===== config.mk =====
export PLATFORM = sky130hd
export DESIGN_NAME = dser_pwrseq
export DESIGN_NICKNAME = d
export VERILOG_FILES = /design/src/rtl/dser_pwrseq_pkg.sv /design/src/rtl/dser_cfg_decode.sv /design/src/rtl/dser_wait_timer.sv /design/src/rtl/dser_seq_fsm.sv /design/src/rtl/dser_pwrseq.sv
export SDC_FILE = /design/constraint.sdc
export NUM_CORES = 1
export LEC_CHECK = 0
export BUFFER_PORTS_ARGS = -buffer_cell sky130_fd_sc_hd__buf_2
export CAP_MARGIN = 5
export CORE_MARGIN = 10
export CORE_UTILIZATION = 47
export CTS_CLUSTER_DIAMETER = 150
export DETAILED_ROUTE_END_ITERATION = 10
export PLACE_DENSITY = 0.77
export SLEW_MARGIN = 0
export SYNTH_ARGS = -nofsm -noshare
export SYNTH_HDL_FRONTEND = slang
export SYNTH_SLANG_ARGS = --single-unit

===== constraint.sdc =====
create_clock -name clk -period 7.44 [get_ports clk]
set_clock_uncertainty 0.15 [all_clocks]
set_input_delay 1.86 -clock clk [delete_from_list [all_inputs] [get_ports clk]]
set_output_delay 1.86 -clock clk [all_outputs]
set_load 0.1 [all_outputs]

===== src/rtl/dser_pwrseq_pkg.sv =====
package dser_pwrseq_pkg;

  localparam int DATA_W   = 16;
  localparam int ADDR_W   = 3;
  localparam int FREQ_W   = 18;
  localparam int MODE_W   = 3;
  localparam int LANE_N   = 4;
  localparam int CH_SEL_W = 2;
  localparam int STBY_W   = LANE_N + 1;

  // register selects
  localparam logic [ADDR_W-1:0] A_MAIN = 3'd0;
  localparam logic [ADDR_W-1:0] A_STBY = 3'd1;
  localparam logic [ADDR_W-1:0] A_CTRL = 3'd2;
  localparam logic [ADDR_W-1:0] A_LANE = 3'd3;
  localparam logic [ADDR_W-1:0] A_PLL  = 3'd4;

  // main-control bit positions
  localparam int B_REL   = 0;
  localparam int B_XEN   = 1;
  localparam int B_PD    = 2;
  localparam int B_PLLON = 3;
  localparam int B_BIAS  = 4;
  localparam int B_SRC   = 5;
  localparam int B_MODE  = 8;

  localparam logic [DATA_W-1:0] M_REL   = DATA_W'(1) << B_REL;
  localparam logic [DATA_W-1:0] M_XEN   = DATA_W'(1) << B_XEN;
  localparam logic [DATA_W-1:0] M_PD    = DATA_W'(1) << B_PD;
  localparam logic [DATA_W-1:0] M_PLLON = DATA_W'(1) << B_PLLON;
  localparam logic [DATA_W-1:0] M_BIAS  = DATA_W'(1) << B_BIAS;

  localparam logic [DATA_W-1:0] STBY_ALL = DATA_W'({STBY_W{1'b1}});

  // control-signal routing sources, 2 bits per output
  localparam logic [1:0] RT_ZERO = 2'd0;
  localparam logic [1:0] RT_HS   = 2'd1;
  localparam logic [1:0] RT_VS   = 2'd2;
  localparam logic [1:0] RT_DE   = 2'd3;
  localparam logic [DATA_W-1:0] CTRL_WORD =
    DATA_W'({RT_ZERO, RT_DE, RT_VS, RT_HS});

  // bus-format codes
  localparam logic [1:0] FMT_18B   = 2'd0;
  localparam logic [1:0] FMT_24B_A = 2'd1;
  localparam logic [1:0] FMT_24B_B = 2'd2;
  localparam logic [MODE_W-1:0] MODE_A = 3'd0;
  localparam logic [MODE_W-1:0] MODE_B = 3'd4;

  // pixel clock limits in kHz
  localparam int F_MAX        = 148500;
  localparam int F_MIN_EXT    = 5000;
  localparam int F_MIN_SIMPLE = 31000;
  localparam int F_OLD_T0 = 39000;
  localparam int F_OLD_T1 = 61000;
  localparam int F_OLD_T2 = 121000;
  localparam int F_NEW_T0 = 42000;
  localparam int F_NEW_T1 = 85000;
  localparam int F_NEW_T2 = 128000;

  typedef struct packed {
    logic              old_gen;
    logic              ext_pll;
    logic              pd_bit;
    logic              phy_bit;
    logic [MODE_W-1:0] mode;
    logic              src_sel;
    logic [DATA_W-1:0] lane_word;
    logic [DATA_W-1:0] pll_word;
  } cfg_t;

  typedef enum logic [4:0] {
    S_OFF, S_E_CTRL, S_E_LANE, S_E_PLL, S_E_MODE, S_E_STBY, S_E_BIAS,
    S_E_PLLON, S_E_PD, S_E_PHY, S_E_WAIT, S_E_REL, S_ON,
    S_D_REL, S_D_PHY, S_D_PD, S_D_PLLON, S_D_MAIN, S_D_STBY, S_D_PLL
  } st_t;

endpackage


===== src/rtl/dser_cfg_decode.sv =====
module dser_cfg_decode
  import dser_pwrseq_pkg::*;
(
  input  logic              old_gen,
  input  logic              ext_pll,
  input  logic              pd_bit,
  input  logic              phy_bit,
  input  logic              lane_swap,
  input  logic [1:0]        fmt_code,
  input  logic              fmt_mirror,
  input  logic [1:0]        src_idx,
  input  logic [FREQ_W-1:0] pix_khz,
  output logic [FREQ_W-1:0] clk_khz,
  output cfg_t              cfg
);

  localparam int LANE_BITS = LANE_N * CH_SEL_W;

  logic [LANE_BITS-1:0] lanes;
  logic [FREQ_W-1:0]    f_lo;
  logic [1:0]           rng;
  logic                 ck_bits;
  logic [MODE_W-1:0]    mode;

  // clamp of requested pixel clock
  always_comb begin
    f_lo = ext_pll ? FREQ_W'(F_MIN_EXT) : FREQ_W'(F_MIN_SIMPLE);
    if (pix_khz < f_lo)                 clk_khz = f_lo;
    else if (pix_khz > FREQ_W'(F_MAX))  clk_khz = FREQ_W'(F_MAX);
    else                                clk_khz = pix_khz;
  end

  // PLL range selection
  always_comb begin
    rng     = 2'd3;
    ck_bits = 1'b0;
    if (old_gen) begin
      if      (clk_khz < FREQ_W'(F_OLD_T0)) begin rng = 2'd0; ck_bits = 1'b1; end
      else if (clk_khz < FREQ_W'(F_OLD_T1)) begin rng = 2'd1; ck_bits = 1'b1; end
      else if (clk_khz < FREQ_W'(F_OLD_T2)) begin rng = 2'd2; ck_bits = 1'b1; end
    end else begin
      if      (clk_khz < FREQ_W'(F_NEW_T0)) rng = 2'd0;
      else if (clk_khz < FREQ_W'(F_NEW_T1)) rng = 2'd1;
      else if (clk_khz < FREQ_W'(F_NEW_T2)) rng = 2'd2;
    end
  end

  // mode code from format and mirror
  always_comb begin
    unique case (fmt_code)
      FMT_18B, FMT_24B_A: mode = MODE_A | MODE_W'(fmt_mirror);
      FMT_24B_B:          mode = MODE_B | MODE_W'(fmt_mirror);
      default:            mode = MODE_A;
    endcase
  end

  // lane routing: odd lanes exchange when swapped
  for (genvar i = 0; i < LANE_N; i++) begin : g_lane
    if (i % 2 == 1) begin : g_odd
      assign lanes[i*CH_SEL_W +: CH_SEL_W] =
        lane_swap ? CH_SEL_W'(LANE_N - i) : CH_SEL_W'(i);
    end else begin : g_even
      assign lanes[i*CH_SEL_W +: CH_SEL_W] = CH_SEL_W'(i);
    end
  end

  always_comb begin
    cfg           = '0;
    cfg.old_gen   = old_gen;
    cfg.ext_pll   = ext_pll;
    cfg.pd_bit    = pd_bit;
    cfg.phy_bit   = phy_bit;
    cfg.mode      = mode;
    cfg.src_sel   = (src_idx == 2'd2);
    cfg.lane_word = DATA_W'(lanes);
    cfg.pll_word  = DATA_W'({ck_bits, ck_bits, rng});
  end

endmodule


===== src/rtl/dser_wait_timer.sv =====
module dser_wait_timer #(
  parameter int WAIT_CYC = 5000
) (
  input  logic clk,
  input  logic rst_n,
  input  logic run,
  output logic done
);

  localparam int CW = $clog2(WAIT_CYC + 1);

  logic [CW-1:0] cnt_q, cnt_n;
  logic          cnt_en;

  always_comb begin
    cnt_en = run || (cnt_q != '0);
    cnt_n  = run ? cnt_q + CW'(1) : '0;
  end

  assign done = run && (cnt_q == CW'(WAIT_CYC - 1));

  always_ff @(posedge clk or negedge rst_n) begin
    if (!rst_n)      cnt_q <= '0;
    else if (cnt_en) cnt_q <= cnt_n;
  end

endmodule


===== src/rtl/dser_seq_fsm.sv =====
module dser_seq_fsm
  import dser_pwrseq_pkg::*;
(
  input  logic              clk,
  input  logic              rst_n,
  input  logic              en_req,
  input  logic              dis_req,
  input  cfg_t              cfg,
  input  logic              tmr_done,
  output logic              accept,
  output logic              tmr_run,
  output logic              wr_stb,
  output logic [ADDR_W-1:0] wr_addr,
  output logic [DATA_W-1:0] wr_data,
  output logic              busy,
  output logic              ready
);

  st_t               st_q, st_n;
  logic              gap_q, gap_n;
  logic [DATA_W-1:0] m_q, val;
  logic              act, m_en;

  function automatic st_t succ(input st_t s);
    return (s == S_D_PLL) ? S_OFF : st_t'(s + 5'd1);
  endfunction

  always_comb begin
    act     = 1'b0;
    m_en    = 1'b0;
    wr_addr = A_MAIN;
    val     = '0;
    unique case (st_q)
      S_E_CTRL:  begin act = 1'b1; wr_addr = A_CTRL; val = CTRL_WORD; end
      S_E_LANE:  begin act = 1'b1; wr_addr = A_LANE; val = cfg.lane_word; end
      S_E_PLL:   begin act = !cfg.ext_pll; wr_addr = A_PLL; val = cfg.pll_word; end
      S_E_MODE:  begin
        act = 1'b1; m_en = 1'b1;
        val[B_MODE +: MODE_W] = cfg.mode;
        val[B_SRC]            = cfg.src_sel;
      end
      S_E_STBY:  begin act = 1'b1; wr_addr = A_STBY; val = STBY_ALL; end
      S_E_BIAS:  begin act = cfg.old_gen; m_en = act; val = m_q | M_BIAS | M_XEN; end
      S_E_PLLON: begin act = !cfg.ext_pll; m_en = act; val = m_q | M_PLLON; end
      S_E_PD:    begin act = cfg.pd_bit; m_en = act; val = m_q | M_PD; end
      S_E_PHY:   begin
        act  = cfg.phy_bit && !cfg.pd_bit;
        m_en = cfg.phy_bit;
        val  = m_q | M_XEN;
      end
      S_E_REL:   begin act = 1'b1; m_en = 1'b1; val = m_q | M_REL; end
      S_D_REL:   begin act = 1'b1; m_en = 1'b1; val = m_q & ~M_REL; end
      S_D_PHY:   begin act = cfg.phy_bit; m_en = act; val = m_q & ~M_XEN; end
      S_D_PD:    begin act = cfg.pd_bit; m_en = act; val = m_q & ~M_PD; end
      S_D_PLLON: begin act = !cfg.ext_pll; m_en = act; val = m_q & ~M_PLLON; end
      S_D_MAIN:  begin act = 1'b1; m_en = 1'b1; val = '0; end
      S_D_STBY:  begin act = 1'b1; wr_addr = A_STBY; val = '0; end
      S_D_PLL:   begin act = !cfg.ext_pll; wr_addr = A_PLL; val = '0; end
      default:   begin act = 1'b0; end
    endcase
    if (gap_q) begin
      act  = 1'b0;
      m_en = 1'b0;
    end
  end

  always_comb begin
    st_n   = st_q;
    gap_n  = 1'b0;
    accept = 1'b0;
    unique case (st_q)
      S_OFF: if (en_req) begin st_n = S_E_CTRL; accept = 1'b1; end
      S_ON:  if (dis_req) st_n = S_D_REL;
      S_E_WAIT: if (cfg.ext_pll || tmr_done) st_n = succ(st_q);
      default: begin
        if (gap_q)    st_n  = succ(st_q);
        else if (act) gap_n = 1'b1;
        else          st_n  = succ(st_q);
      end
    endcase
  end

  assign tmr_run = (st_q == S_E_WAIT) && !cfg.ext_pll;
  assign wr_stb  = act;
  assign wr_data = act ? val : '0;
  assign ready   = (st_q == S_ON);
  assign busy    = (st_q != S_ON) && (st_q != S_OFF);

  always_ff @(posedge clk or negedge rst_n) begin
    if (!rst_n) begin
      st_q  <= S_OFF;
      gap_q <= 1'b0;
    end else begin
      st_q  <= st_n;
      gap_q <= gap_n;
    end
  end

  always_ff @(posedge clk or negedge rst_n) begin
    if (!rst_n)    m_q <= '0;
    else if (m_en) m_q <= val;
  end

endmodule


===== src/rtl/dser_pwrseq.sv =====
module dser_pwrseq
  import dser_pwrseq_pkg::*;
#(
  parameter int CYC_PER_US = 50,
  parameter int WAIT_US    = 100
) (
  input  logic              clk,
  input  logic              rst_n,
  input  logic              en_req,
  input  logic              dis_req,
  input  logic              strap_old_gen,
  input  logic              strap_ext_pll,
  input  logic              strap_pd_bit,
  input  logic              strap_phy_bit,
  input  logic              strap_lane_swap,
  input  logic [1:0]        fmt_code,
  input  logic              fmt_mirror,
  input  logic [1:0]        src_idx,
  input  logic [FREQ_W-1:0] pix_khz,
  output logic [FREQ_W-1:0] clk_khz,
  output logic              wr_stb,
  output logic [ADDR_W-1:0] wr_addr,
  output logic [DATA_W-1:0] wr_data,
  output logic              busy,
  output logic              ready
);

  localparam int WAIT_CYC = CYC_PER_US * WAIT_US;

  logic [1:0] rst_sync_q;
  logic       rst_i;
  cfg_t       cfg_live, cfg_q;
  logic       accept, tmr_run, tmr_done;

  // asynchronous assert, synchronous release
  always_ff @(posedge clk or negedge rst_n) begin
    if (!rst_n) rst_sync_q <= 2'b00;
    else        rst_sync_q <= {rst_sync_q[0], 1'b1};
  end
  assign rst_i = rst_sync_q[1];

  dser_cfg_decode u_dec (
    .old_gen    (strap_old_gen),
    .ext_pll    (strap_ext_pll),
    .pd_bit     (strap_pd_bit),
    .phy_bit    (strap_phy_bit),
    .lane_swap  (strap_lane_swap),
    .fmt_code   (fmt_code),
    .fmt_mirror (fmt_mirror),
    .src_idx    (src_idx),
    .pix_khz    (pix_khz),
    .clk_khz    (clk_khz),
    .cfg        (cfg_live)
  );

  always_ff @(posedge clk or negedge rst_i) begin
    if (!rst_i)      cfg_q <= '0;
    else if (accept) cfg_q <= cfg_live;
  end

  dser_wait_timer #(.WAIT_CYC(WAIT_CYC)) u_tmr (
    .clk   (clk),
    .rst_n (rst_i),
    .run   (tmr_run),
    .done  (tmr_done)
  );

  dser_seq_fsm u_fsm (
    .clk      (clk),
    .rst_n    (rst_i),
    .en_req   (en_req),
    .dis_req  (dis_req),
    .cfg      (cfg_q),
    .tmr_done (tmr_done),
    .accept   (accept),
    .tmr_run  (tmr_run),
    .wr_stb   (wr_stb),
    .wr_addr  (wr_addr),
    .wr_data  (wr_data),
    .busy     (busy),
    .ready    (ready)
  );

endmodule


==> results of run 1 <==
==> report_power, final <==
group	switching, W	total [W]	leakage, nW	internal (W)
clock	0.0000884	0.000164	0.0482	0.0000752
combinational	0.000720	0.000997	1.25	0.000277
sequential	0.0000996	0.000443	0.654	0.000343
==> worst min-delay path by stage <==
stage,startpoint,end,slack (ns),cells after the start
final,rst_sync_q[0],rst_sync_q[1],0.21,0
after global routing,rst_sync_q[0],rst_sync_q[1],0.22,0
after CTS,rst_sync_q[0],rst_sync_q[1],0.21,0
after detailed placement,rst_sync_q[0],rst_sync_q[1],0.19,0
after global placement,rst_sync_q[0],rst_sync_q[1],0.19,0
after floorplan,rst_sync_q[0],rst_sync_q[1],0.18,0
==> stage by stage <==
step / cells / hold slack [ns]
after floorplan: 449 / 0.1812
after global placement: 595 / 0.1858
after detailed placement: 595 / 0.1942
after CTS: 603 / 0.2148
after global routing: 603 / 0.2196
final: 603 / 0.2109
==> worst register-to-register path, stage by stage, from the launching register on <==
cell and delay (ns):
dfrtp_1 0.46, inv_1 0.11, ha_1 0.37, nor2b_1 0.73, a21oi_1 0.20, o221ai_2 0.28, o31a_1 0.42, nand3_1 0.37
a22o_1 0.29
==> state kept, by name, summed over array words and instances (netlist names) <==
signal       flops
cfg_q           13
u_fsm.st_q       5
rst_sync_q       2
u_fsm.gap_q      1
u_tmr.cnt_q     13
u_fsm.m_q       16
==> cell families after synthesis <==
kind of cell	Yosys count	synth area share, %
adder cells (fa/ha/maj)	13	4.425
flip-flops	50	34.04
AND/OR/NAND/NOR	197	27.64
XOR/XNOR	9	2.144
other	1	0.1020
buffers and inverters	46	5.990
AO/OA/AOI/OAI	127	23.93
multiplexers	6	1.736
==> layout make-up <==
cell class                 instances  area [µm²]  share of cell area, %
inverter                          19       71.32                  1.738
sequential                        50        1252                  30.53
clock inverter                     1       5.005                 0.1220
clock buffer                       7       86.33                  2.104
timing repair buffer              71       355.3                  8.661
multi-input combinational        353        2205                  53.74
tap                              102       127.6                  3.111
==> routing by layer <==
metal,track usage [%],vias to the layer above,routed length (µm)
li1,-,1708,-
met3,3.688,10,665
met1,22.01,1685,4350
met4,6.403,0,155
met2,28.02,115,4997
met5,0,-,0
==> cell usage in the layout, fill, tap and decap left out, types with 13 or more instances in the layout <==
cell and n:
nand2_1 54, buf_2 71, nor2_1 38, ha_1 13, and3_1 15, inv_1 17
and2_1 16, dfrtp_1 49, o21ai_0 27, nand3_1 17, a21oi_1 30
==> out/metrics.cfg, run 1 <==
[critical_path]
path_buf_inv = 3
r2r-end = u_fsm.m_q[6]
crit_path_max_fanout = 12
cp_top_family = compound AO/OA/AOI/OAI gates
cp-endpoint = clk_khz[1]
cp_slowest_cell = buf_2
worst-path-stages = 9
crit_path_max_incr_delay_ns = 0.42
crit_chain = buf_2, inv_1, ha_1, o211ai_1, a21o_1, a21oi_2, o21a_2, and2_1, buf_2
critPathLaunch = strap_ext_pll
ff2ff_path_depth = 8
cp_common_cell = buf_2
reg2reg_slack_ns = 3.95
rr_startpoint = u_fsm.st_q[0]
end_kind = primary output
cp.arrival_ns = 4.02
cp-start-kind = input port
critical_path_class = in2out
worstPathRequired_ns = 5.43

[clocking]
cts_setup_buffers = 0
root_buffer = clkbuf_8
numCtsBuffers = 5
clkLatencyLatePin_ns = 0.30
cts_resized = 0
cts_tree = yes
clock-sinks = 50
holdBufCountCts = 0
clk_path_buf_depth = 2
clk_pin_slew_ns = 0.08
htreeDepth = 2

[die]
die-area_um2 = 11760
ioPinCount = 72
die_y_um = 108.4
rows = 32
core_area_um2 = 7687
die_w_um = 108.4
initial_core_util_pct = 47.82

[synthesis]
yosysWarnings = 0
ys_types = 69
synth_nets = 494
synth_most_common_cell = nand2_1
synth_area_leaders = dfrtp_1 (34%), nand2_1 (5.5%), ha_1 (4.4%), a21oi_1 (4.1%), nor2_1 (3.9%)
synth_area_um2 = 3676
synthCells = 449
synth_top_cell_by_area = dfrtp_1
synth_top_area_share_pct = 34.04
ys_top_cells_by_count = nand2_1 (54), dfrtp_1 (50), nor2_1 (38)
synth_top_flop_cell = dfrtp_1
ys_seq_elements = 50
synthArstFlopShare_pct = 100.0
synth.avg_cell_area_um2 = 8.187
ys_seq_area_share_pct = 34.04
synth_edf_count = 0

[sta]
tightestPinTransition_ns = 1.057
layout_min_cycle_time_ns = 6.027
rsz0062_at_grt = false
max_freq_ghz = 0.1659
fin_ws_ns = 1.413
setup_viol = 0
setup_tns_ns = 0
finalHoldViolations = 0
finalCritPeriodShare_pct = 81.01
maxSlewViolCount = 0
slew_headroom_pct = 29.50

[pwr]
power.leakage_nw = 1.952
p_total_w = 0.001604
pwr_density_cell_nw_per_um2 = 390.9
ir_drop_mv = 0.1313

[routing]
drtPass1Iterations = 4
dr.first_iter.drc_count = 232
drt_wl_total_mm = 10.17
avgViaCountPerCell = 5.834
vias = 3518
antenna_left = 0
drc = 0
wl_per_cell_um = 16.86

[placed_design]
gp_congestion = 0.9028
dp_hpwl_mm = 7.676
numPortBuffers = 71
post-place-ws_ns = 1.421
placed_cell_area_um2 = 4011

[finish]
num-fill-cells = 759
finalInstanceArea_um2 = 4103
diodes = 0
drive_above_1_share_pct = 18.96
nets = 545
syn2layout_area_growth_pct = 11.61
final_util_pct = 53.37

[grt]
track_usage_pct = 17.25
grt_start_max_net_pins = 49
first_global_vias = 3449
grt_overflow = 0
grt_pass1_wl_mm = 16.79
antenna_found_initial = 0

[hold_path]
hold_class = reg2reg

[outcome]
status = complete, no violations

[job]
maxCapViolCount = 0

(Power assumes the default switching activity.)
==> run 2, diff against run 1 <==
Clock period 7.44 ns to 6.3 ns, I/O delays scaled along.
==> run 2 against run 1 <==
  * Sequential share of layout area fell by 0.056 points
  * Sequential power rose by 18%
  * Largest cell class unchanged
  * Clock-buffer cell count did not move
  * Non-clock buffer count rose by 1
  * Critical path type unchanged
==> out/metrics.cfg, run 2 (synthesized netlist as in run 1, its figures left out) <==
[outcome]
status = complete, no violations

[routing]
avgViaCountPerCell = 5.892
vias = 3559
drt_wl_total_mm = 10.39
wl_per_cell_um = 17.21
drtPass1Iterations = 5
antenna_left = 0
dr.first_iter.drc_count = 204
drc = 0

[pwr]
pwr_density_cell_nw_per_um2 = 464.5
power.leakage_nw = 1.957
switching_share_pct = 56.80
pwr-share-comb_pct = 62.5
p_int_w = 0.0008246
ir_drop_mv = 0.1529
p_seq_share_pct = 27.3
p_clk_share_pct = 10.2
switching_power_w = 0.001084

[finish]
largest_reg_flops = 16
drive_above_1_share_pct = 19.12
final_cell_mix = buf_2 (71), nand2_1 (54), dfrtp_1 (49)
largestRegisters = u_fsm.m_q (16), cfg_q (13), u_tmr.cnt_q (13)
syn2layout_area_growth_pct = 11.81
top_register = u_fsm.m_q
num-fill-cells = 733
stdcell_count = 604
diodes = 0
mostFrequentLayoutCell = buf_2
nets = 546
finalInstanceArea_um2 = 4110

[hold_path]
hold_class = reg2reg
min_path_cells = 0

[grt]
track_usage_pct = 17.44
first_global_vias = 3549
grt_start_max_net_pins = 49
grt_overflow = 0
grt_pass1_wl_mm = 17.06
antenna_found_initial = 0

[clocking]
clkLatencyLatePin_ns = 0.30
clk_pin_slew_ns = 0.09
numCtsBuffers = 5
htreeDepth = 2
cts_setup_buffers = 0
cts_tree = yes
cts_resized = 0
clk_path_buf_depth = 2
holdBufCountCts = 0
clock-sinks = 50
root_buffer = clkbuf_8

[critical_path]
crit_path_max_incr_delay_ns = 0.44
cp_common_cell = buf_2
crit_path_max_fanout = 12
ff2ff_path_depth = 8
cp_slowest_cell = buf_2
cp_top_family = buffers and inverters
end_kind = primary output
crit_chain = buf_2, inv_1, ha_1, or3_1, nor3_2, a21oi_2, o21a_2, a21oi_1, buf_2
cp-start-kind = input port
worstPathRequired_ns = 4.58
critical_path_class = in2out
path_buf_inv = 3
cp.arrival_ns = 3.73
worst-path-stages = 9

[placed_design]
numPortBuffers = 71
gp_congestion = 0.9063
dp.cells = 596
dp_hpwl_mm = 7.770
placed_cell_area_um2 = 4019

[sta]
layout_min_cycle_time_ns = 5.455
rsz0062_at_grt = false
max_freq_ghz = 0.1833
maxSlewViolCount = 0
slew_headroom_pct = 29.62
finalCritPeriodShare_pct = 86.58
setup_tns_ns = 0
finalHoldViolations = 0
setup_viol = 0
tightestPinTransition_ns = 1.056

[die]
initial_core_util_pct = 47.82
ioPinCount = 72
die_y_um = 108.4
die_w_um = 108.4
die-area_um2 = 11760
core_area_um2 = 7687
rows = 32

[job]
maxCapViolCount = 0

-- run 2: cell count changes in the layout (fill, tap and decap cells not counted) --
cell and change:
buf_4 +1
-- run 2: final cells by class --
class	count	area, µm²	area share [%]
multi-input combinational	353	2205	53.64
sequential	50	1252	30.47
timing repair buffer	72	362.8	8.828
tap	102	127.6	3.105
clock buffer	7	86.33	2.100
inverter	19	71.32	1.735
clock inverter	1	5.005	0.1218
-- run 2: metrics by stage --
step	setup slack (ns)	utilization (%)	hold WS (ns)	power (W)
after CTS	0.8149	53.47	0.2102	0.001899
final	0.8454	53.47	0.2073	0.001909
after global routing	0.6689	53.47	0.2110	0.002030
after global placement	0.8815	52.28	0.1858	0.001671
after detailed placement	0.8136	52.28	0.1896	0.001704
after floorplan	0.002401	-	0.1812	0.001479
-- run 2: layer usage --
layer | up-vias | GRT usage, % | share of wire, %
li1 | 1701 | - | -
met1 | 1705 | 21.93 | 43
met2 | 134 | 29.31 | 50
met3 | 19 | 3.153 | 6.5
met4 | 0 | 6.121 | 1.3
met5 | - | 0 | 0
-- run 2: path summary, 6_finish.rpt --
kind / start / endpoint / slack, ns
setup / recovery: strap_ext_pll / clk_khz[4] / 0.85
setup reg to reg: u_fsm.st_q[4] / u_fsm.st_q[1] / 3.00
hold / removal: rst_sync_q[0] / rst_sync_q[1] / 0.21
min in group asynchronous: rst_sync_q[1] / u_tmr.cnt_q[10] / 0.31
max in group asynchronous: rst_n / rst_sync_q[1] / 5.02
hold reg to reg: rst_sync_q[0] / rst_sync_q[1] / 0.21
-- run 2: power by group through the flow --
| stage | sequential, W | combinational, W | clock (W) |
|---|---|---|---|
| 5_1_grt | 0.000535 | 0.00129 | 0.000207 |
| 3_5_place_dp | 0.000522 | 0.00118 | 0 |
| 3_3_place_gp | 0.000517 | 0.00115 | 0 |
| 2_1_floorplan | 0.000460 | 0.00102 | 0 |
| 4_1_cts | 0.000519 | 0.00118 | 0.000196 |
| 6_report | 0.000521 | 0.00119 | 0.000194 |
==> run 3, diff against run 2 <==
Settings changed: CORE_MARGIN 10 to 2, CTS_CLUSTER_DIAMETER 150 to 60.
==> run 3 against run 2 <==
  * Critical path depth unchanged
  * Via count down 0.73%
  * Final cell count unchanged
  * Global-route usage up 4.6 points
  * Worst hold slack worse by 0.0023 ns
==> out/metrics.cfg, run 3 (synthesized netlist as in run 1, its figures left out) <==
[grt]
grt_start_max_net_pins = 49
grt_overflow = 0
track_usage_pct = 22.05
grt_pass1_wl_mm = 15.61
antenna_found_initial = 0
first_global_vias = 3375

[clocking]
clk_path_buf_depth = 2
clk_pin_slew_ns = 0.09
holdBufCountCts = 0
cts_setup_buffers = 0
cts_tree = yes
htreeDepth = 2
clkLatencyLatePin_ns = 0.30
numCtsBuffers = 5
clock-sinks = 50
cts_resized = 0
root_buffer = clkbuf_8

[pwr]
pwr-share-comb_pct = 61.1
switching_power_w = 0.001070
p_clk_share_pct = 12.1
ir_drop_mv = 0.1905
pwr_density_cell_nw_per_um2 = 468.0
switching_share_pct = 55.28
power.leakage_nw = 1.968
p_int_w = 0.0008654
p_seq_share_pct = 26.8
p_total_w = 0.001935

[placed_design]
dp_hpwl_mm = 6.944
numPortBuffers = 71
gp_congestion = 0.9107
post-place-ws_ns = 0.8481

[die]
die-area_um2 = 8545
die_w_um = 92.44
core_area_um2 = 7647
ioPinCount = 72
die_y_um = 92.44
initial_core_util_pct = 48.07
rows = 32

[sta]
slew_headroom_pct = 29.49
layout_min_cycle_time_ns = 5.465
maxSlewViolCount = 0
max_freq_ghz = 0.1830
finalHoldViolations = 0
rsz0062_at_grt = false
finalCritPeriodShare_pct = 86.75
setup_viol = 0
tightestPinTransition_ns = 1.058
fin_ws_ns = 0.8345
setup_tns_ns = 0
fin_hold_ws_ns = 0.2050

[routing]
antenna_left = 0
avgViaCountPerCell = 5.849
drt_wl_total_mm = 9.385
drc = 0
drtPass1Iterations = 5
vias = 3533
dr.first_iter.drc_count = 257
wl_per_cell_um = 15.54

[finish]
largest_reg_flops = 16
final_util_pct = 54.07
diodes = 0
drive_above_1_share_pct = 19.12
syn2layout_area_growth_pct = 12.49
largestRegisters = u_fsm.m_q (16), cfg_q (13), u_tmr.cnt_q (13)
nets = 546
top_register = u_fsm.m_q
mostFrequentLayoutCell = buf_2
final_cell_mix = buf_2 (71), nand2_1 (54), dfrtp_1 (49)

[critical_path]
rr_startpoint = u_fsm.st_q[4]
cp_slowest_cell = buf_2
crit_path_max_incr_delay_ns = 0.42
cp.arrival_ns = 3.74
path_buf_inv = 3
crit_path_max_fanout = 12
cp-start-kind = input port
critPathLaunch = strap_ext_pll
end_kind = primary output
worstPathRequired_ns = 4.58
crit_chain = buf_2, inv_1, ha_1, o211ai_1, a21o_1, a21oi_2, o21a_2, and2_1, buf_2
cp_top_family = compound AO/OA/AOI/OAI gates
critical_path_class = in2out
cp_common_cell = buf_2

[hold_path]
hold_start = rst_sync_q[0]
hold_class = reg2reg

[job]
maxCapViolCount = 0

[outcome]
status = complete, no violations

[run 3: area by class of cell]
class,count,area (µm²)
Clock buffer,7,86.33
Clock inverter,1,30.03
Fill cell,734,3512
Inverter,19,71.32
Multi-Input combinational cell,353,2205
Sequential cell,50,1252
Tap cell,102,127.6
Timing Repair Buffer,72,362.8
[run 3: metal layers]
metal | GRT usage (%) | up-vias | routed length, µm
li1 | - | 1708 | -
met1 | 28.91 | 1681 | 4173
met2 | 38.08 | 130 | 4591
met3 | 2.441 | 14 | 460
met4 | 6.965 | 0 | 160
met5 | 0 | - | 0
[run 3: path summary, 6_finish.rpt]
check	endpoint	slack (ns)	cells past startpoint
worst min register to register	rst_sync_q[1]	0.20	0
max in group asynchronous	rst_sync_q[1]	5.01	1
min in group asynchronous	u_tmr.cnt_q[10]	0.31	0
worst max-delay path	clk_khz[1]	0.83	9
worst min-delay path	rst_sync_q[1]	0.20	0
worst max register to register	u_fsm.st_q[1]	2.94	8
[run 3: through the flow]
step | instances | cell area (µm²)
floorplan | 449 | 3676
global placement | 596 | 4019
global route | 604 | 4135
CTS | 604 | 4135
finish | 604 | 4135
detailed placement | 596 | 4019
[run 3: power groups by stage]
| stage | Combinational (W) | Clock, W | Sequential (W) |
|---|---|---|---|
| 3_5_place_dp | 0.00117 | 0 | 0.000521 |
| 4_1_cts | 0.00117 | 0.000238 | 0.000516 |
| 3_3_place_gp | 0.00115 | 0 | 0.000517 |
| 2_1_floorplan | 0.00102 | 0 | 0.000460 |
| 6_report | 0.00118 | 0.000233 | 0.000519 |
| 5_1_grt | 0.00128 | 0.000249 | 0.000531 |
